$ cat src/rtl/sector_formatter.sv
module sector_formatter #(
  parameter int LEAD_SYNC = 11,
  parameter int GAP_FF    = 12,
  parameter int SYNC2_LEN = 10,
  parameter int POST_ID   = 5,
  parameter int DATA_LEN  = 512,
  parameter int TAIL_ZERO = 3,
  parameter int TAIL_FF   = 17,
  parameter int CLOSE_LEN = 93
) (
  input  logic       clk,
  input  logic       rst_n,
  input  logic       start,
  input  logic [7:0] trk_in,
  input  logic [7:0] head_in,
  input  logic [7:0] sect_in,
  input  logic [7:0] stat_in,
  input  logic [7:0] din,
  input  logic       din_valid,
  output logic       din_ready,
  output logic [7:0] dout,
  output logic       dout_valid,
  output logic       dout_first,
  output logic [3:0] dout_kind,
  output logic       busy,
  output logic       done
);
  localparam int CW = $clog2(DATA_LEN + CLOSE_LEN + 64);
  localparam logic [3:0] K_SYNC = 4'd0, K_AM = 4'd1, K_GAPF = 4'd2, K_SYNC2 = 4'd3,
                         K_IDAM = 4'd4, K_ID = 4'd5, K_IDCRC = 4'd6, K_GAP2 = 4'd7,
                         K_DAM = 4'd8, K_DATA = 4'd9, K_TZ = 4'd10, K_TF = 4'd11,
                         K_CLOSE = 4'd12;

  logic [3:0]    kind_q;
  logic [CW-1:0] cnt_q, flen;
  logic          busy_q, done_q;
  logic [7:0]    trk_q, hd_q, sec_q, st_q;
  logic [15:0]   crc_w;

  function automatic logic [15:0] id_crc(input logic [31:0] m);
    logic [15:0] c;
    logic        fb;
    c = 16'hFFFF;
    for (int i = 31; i >= 0; i--) begin
      fb = c[15] ^ m[i];
      c  = {c[14:0], 1'b0} ^ (fb ? 16'h1021 : 16'h0000);
    end
    return c;
  endfunction

  assign crc_w = id_crc({trk_q, hd_q, sec_q, st_q});

  always_comb begin
    case (kind_q)
      K_SYNC:  flen = CW'(LEAD_SYNC);
      K_AM, K_IDAM, K_IDCRC, K_DAM: flen = CW'(2);
      K_GAPF:  flen = CW'(GAP_FF);
      K_SYNC2: flen = CW'(SYNC2_LEN);
      K_ID:    flen = CW'(4);
      K_GAP2:  flen = CW'(POST_ID);
      K_DATA:  flen = CW'(DATA_LEN);
      K_TZ:    flen = CW'(TAIL_ZERO);
      K_TF:    flen = CW'(TAIL_FF);
      default: flen = CW'(CLOSE_LEN);
    endcase
  end

  always_comb begin
    case (kind_q)
      K_AM:           dout = cnt_q[0] ? 8'hFC : 8'hA1;
      K_GAPF, K_TF:   dout = 8'hFF;
      K_IDAM, K_DAM:  dout = cnt_q[0] ? 8'hA1 : 8'h5E;
      K_ID: begin
        case (cnt_q[1:0])
          2'd0: dout = trk_q;
          2'd1: dout = hd_q;
          2'd2: dout = sec_q;
          default: dout = st_q;
        endcase
      end
      K_IDCRC:        dout = cnt_q[0] ? crc_w[7:0] : crc_w[15:8];
      K_DATA:         dout = din;
      default:        dout = 8'h00;
    endcase
  end

  assign din_ready  = busy_q && (kind_q == K_DATA);
  assign dout_valid = busy_q && ((kind_q != K_DATA) || din_valid);
  assign dout_first = busy_q && (cnt_q == '0);
  assign dout_kind  = kind_q;
  assign busy       = busy_q;
  assign done       = done_q;

  wire last_byte = (cnt_q == flen - CW'(1));

  always_ff @(posedge clk or negedge rst_n) begin
    if (!rst_n) begin
      busy_q <= 1'b0;
      done_q <= 1'b0;
      kind_q <= K_SYNC;
      cnt_q  <= '0;
      trk_q  <= 8'h00;
      hd_q   <= 8'h00;
      sec_q  <= 8'h00;
      st_q   <= 8'h00;
    end else begin
      done_q <= 1'b0;
      if (!busy_q) begin
        if (start) begin
          busy_q <= 1'b1;
          kind_q <= K_SYNC;
          cnt_q  <= '0;
          trk_q  <= trk_in;
          hd_q   <= head_in;
          sec_q  <= sect_in;
          st_q   <= stat_in;
        end
      end else if (dout_valid) begin
        if (last_byte) begin
          cnt_q <= '0;
          if (kind_q == K_CLOSE) begin
            busy_q <= 1'b0;
            done_q <= 1'b1;
          end else begin
            kind_q <= kind_q + 4'd1;
          end
        end else begin
          cnt_q <= cnt_q + CW'(1);
        end
      end
    end
  end
endmodule

$ cat config.mk
export PLATFORM = sky130hd
export DESIGN_NAME = sector_formatter
export DESIGN_NICKNAME = d
export VERILOG_FILES = /design/src/rtl/sector_formatter.sv
export SDC_FILE = /design/constraint.sdc
export NUM_CORES = 1
export LEC_CHECK = 0
export BUFFER_PORTS_ARGS = -buffer_cell sky130_fd_sc_hd__buf_2
export CAP_MARGIN = 20
export CORE_MARGIN = 5
export CORE_UTILIZATION = 52
export CTS_CLUSTER_DIAMETER = 100
export CTS_CLUSTER_SIZE = 40
export DETAILED_ROUTE_END_ITERATION = 16
export PLACE_DENSITY = 0.74
export SYNTH_ARGS = -nofsm -noshare
export SYNTH_HDL_FRONTEND = slang
export SYNTH_SLANG_ARGS = --single-unit
$ cat constraint.sdc
create_clock -name clk -period 5.6 [get_ports clk]
set_clock_uncertainty 0.05 [all_clocks]
set_input_delay 1.12 -clock clk [delete_from_list [all_inputs] [get_ports clk]]
set_output_delay 1.12 -clock clk [all_outputs]
set_load 0.1 [all_outputs]
==> impl_results.md <==
- Status: finished, final reports clean
- HP Start: hd_q[0]
- Pre-antenna DRT Iters: 5
- R2R cell count: 12
- Final Hold Vio Count: 0
- Post-layout net count: 570
- Gr busiest metal: met2
- Part of the cycle the worst path needs: 0.7799
- Vias/cell: 5.625
- Critical Path RT: 4.43 ns
- Crit path launch type: flop
- # setup viols final: 0
- Vias in the first global route: 3215
- Drt wl/cell: 16.47 µm
- CTS Hold Bufs: 0
- Post_cts resized: 0
- Crit path max-delay cell type: dfrtp_1
- CTS tree: yes
- Tightest Hold Check Type: reg -> reg
- Met3 Usage GRT: 0.03641
- Mean area per synthesized cell: 8.208 µm²
- Number of synthesized register bits: 48
- Worst-path cell chain: clkinv_1, ha_1, a222oi_1, o21ai_0, a221oi_1, o221ai_1, buf_2
- Multi-input logic area: 2480 µm²
- Grt ovf: 0
- Storage cell area: 1201 µm²
- Met2 usage: 0.3905
- GRT met1 Usage: 0.3001
- Fmax: 229.0 MHz
- H-tree lvl count: 2
- RSZ-0062 raised after global routing: false
- Detailed-route via count: 3454
- Final setup TNS: 0 ns
- Reg-to-Reg Start: dout_kind[0]
- Boundary Pins: 61
- WP buf/inv: 2
- Worst-path clk slew: 0.09 ns
- Initial core utilization: 0.5353
- Crit path kind: reg -> out
- Final Non-Filler Cells: 614
- Reg2Reg Setup Slack: 1.60 ns
- Worst skew pair latency: 0.31 ns
- CTS Root Cell: clkbuf_8
- Top cell type's share of synthesized area: 0.3094
- Clock tree buffer depth: 2
- FF-to-FF End: dout_kind[2]
- Delay-heaviest family, CP: compound AO/OA/AOI/OAI gates
- Cells after Synth: 473
- Synthesized Nets: 529
- Slew headroom: 0.5371
- EDFF count, synth: 0
- Post-layout min period: 4.367 ns
- Max Cap Viol: 0
- Die width: 96.41 µm
- Initial antenna violation count: 0
- First-pass GRT wire length: 16.52 mm
- Post-synth top area cell: dfrtp_1
- CTS Sinks: 48
- WP data arrival: 3.20 ns
- WHS Endpoint: hd_q[0]
- Core area: 7253 µm²
- Share of cells above drive strength 1: 0.1573
- Seq/Total Area, Yosys: 0.3094
- YS warnings: 0
- Worst Hold Depth: 2
- Slew Viols, Final: 0
- Antenna diode count: 0
- Number of unique standard cell types used by synthesis: 55
- Crit path largest cell delay: 0.64 ns
- Post-Place Cells: 606
- Post-DP HPWL: 7.674 mm
- Hold_ws: 0.4856 ns
- Number of setup buffers added after CTS: 0
- Synth top area cells: dfrtp_1 31%, xnor2_1 15%, nand2_1 12%
- Worst-margin pin slew: 0.6923 ns
- Async set or reset register ratio after synthesis: 1.000
- Cell row count: 31
- Post-DRT Antenna Nets: 0
- WL final: 10.11 mm
- Crit end category: output pin
- Port Buffer Count: 60
- Top_reg_cell synth: dfrtp_1
- Num CTS Buffers: 5
- Fill cells: 694
- Area Growth Syn to Fin: 10.76%
- Die area: 9294 µm²
- Post-Syn Area: 3882 µm²
- Overall Global Routing Usage: 0.2295
- Die H: 96.41 µm
- Post-layout util: 0.5929
- CP startpoint: cnt_q[0]
- Largest net degree at the start of global routing: 49
- GPL Wtd Cong: 0.9955
- DRT iter0 DRCs: 230
- DRC: 0
- Crit path max fanout: 16
## layout make-up
| cell class | count | area share |
|---|---|---|
| tap | 99 | 0.02880 |
| multi-input combinational | 375 | 0.5767 |
| sequential | 48 | 0.2793 |
| inverter | 21 | 0.01833 |
| timing repair buffer | 63 | 0.07507 |
| clock buffer | 7 | 0.02008 |
| clock inverter | 1 | 0.001746 |
## sequential cells by signal, indices dropped and copies added, names as in the netlist
| register | cells |
|---|---|
| busy | 1 |
| st_q | 8 |
| cnt_q | 10 |
| done | 1 |
| hd_q | 8 |
| trk_q | 8 |
| dout_kind | 4 |
| sec_q | 8 |
## tightest hold or removal path: stages (launching register included)
cell,delay (ns)
dfrtp_1,0.39
nand2_1,0.06
nand2_1,0.06
## cells in the final DEF, fill, tap and decap left out, types with 7 or more instances in the layout
master | Yosys | routed
o21ai_1 | 7 | 7
ha_1 | 12 | 12
xor2_1 | 20 | 20
inv_1 | 19 | 19
nand2_1 | 120 | 120
nor2_1 | 17 | 17
xnor2_1 | 68 | 68
a222oi_1 | 8 | 8
nand3_1 | 14 | 14
a21oi_1 | 16 | 16
o21ai_0 | 18 | 18
dfrtp_1 | 48 | 48
buf_2 | 1 | 60
## worst max-delay path by stage
stage | to | slack [ns] | depth (start not counted)
final | dout[1] | 1.23 | 7
after global routing | dout_valid | 1.02 | 7
after CTS | dout[1] | 1.25 | 9
after detailed placement | dout[1] | 1.60 | 9
after global placement | dout[1] | 1.63 | 9
after floorplan | dout[6] | 0.37 | 8
## synth_stat cells (2+ instances only)
master,number
buf_1,4
and3_1,4
nand2_1,120
nor3_1,3
a222oi_1,8
clkbuf_1,22
buf_6,2
inv_1,19
a21oi_1,16
o221ai_1,4
nor3b_1,2
or3_1,3
a31oi_1,6
mux2_1,2
ha_1,12
a221oi_1,6
xnor2_1,68
dfrtp_1,48
xnor3_1,3
nand4_1,2
mux2_2,2
o21ai_1,7
nor2_1,17
nand2b_1,3
nand3_1,14
clkinv_1,2
mux2i_1,3
and2_1,2
o21ai_0,18
xor2_1,20
and4_1,2
o22ai_1,4
nor2b_1,3
## kinds of logic (layout without fill, tap and decap cells)
kind of cell               after synthesis  in the layout  synth area share
AOI/OAI and AO/OA                       82             82            0.1502
xor gates and xnor gates                92             92            0.2220
adders and majority gates               12             12           0.03867
buffers and inverters                   50             92           0.05253
DFF                                     48             48            0.3094
muxes                                    7              7           0.01934
and+or+nand+nor                        182            182            0.2079
## layer usage
metal | wire length (µm) | up-vias | part of all wire
li1 | - | 1674 | -
met1 | 4290 | 1630 | 0.42
met2 | 4939 | 136 | 0.49
met3 | 713 | 14 | 0.071
met4 | 170 | 0 | 0.017
met5 | 0 | - | 0
## per-stage QoR
stage | worst slack, ns | cell area [µm²]
3_5_place_dp | 1.603 | 4207
5_1_grt | 1.023 | 4300
3_3_place_gp | 1.630 | 4207
6_report | 1.233 | 4300
2_1_floorplan | 0.3700 | 3882
4_1_cts | 1.252 | 4300
Power is left out: the tool's default activity adds up to more than one toggle a clock period on the data nets, which glitch-free logic cannot reach.
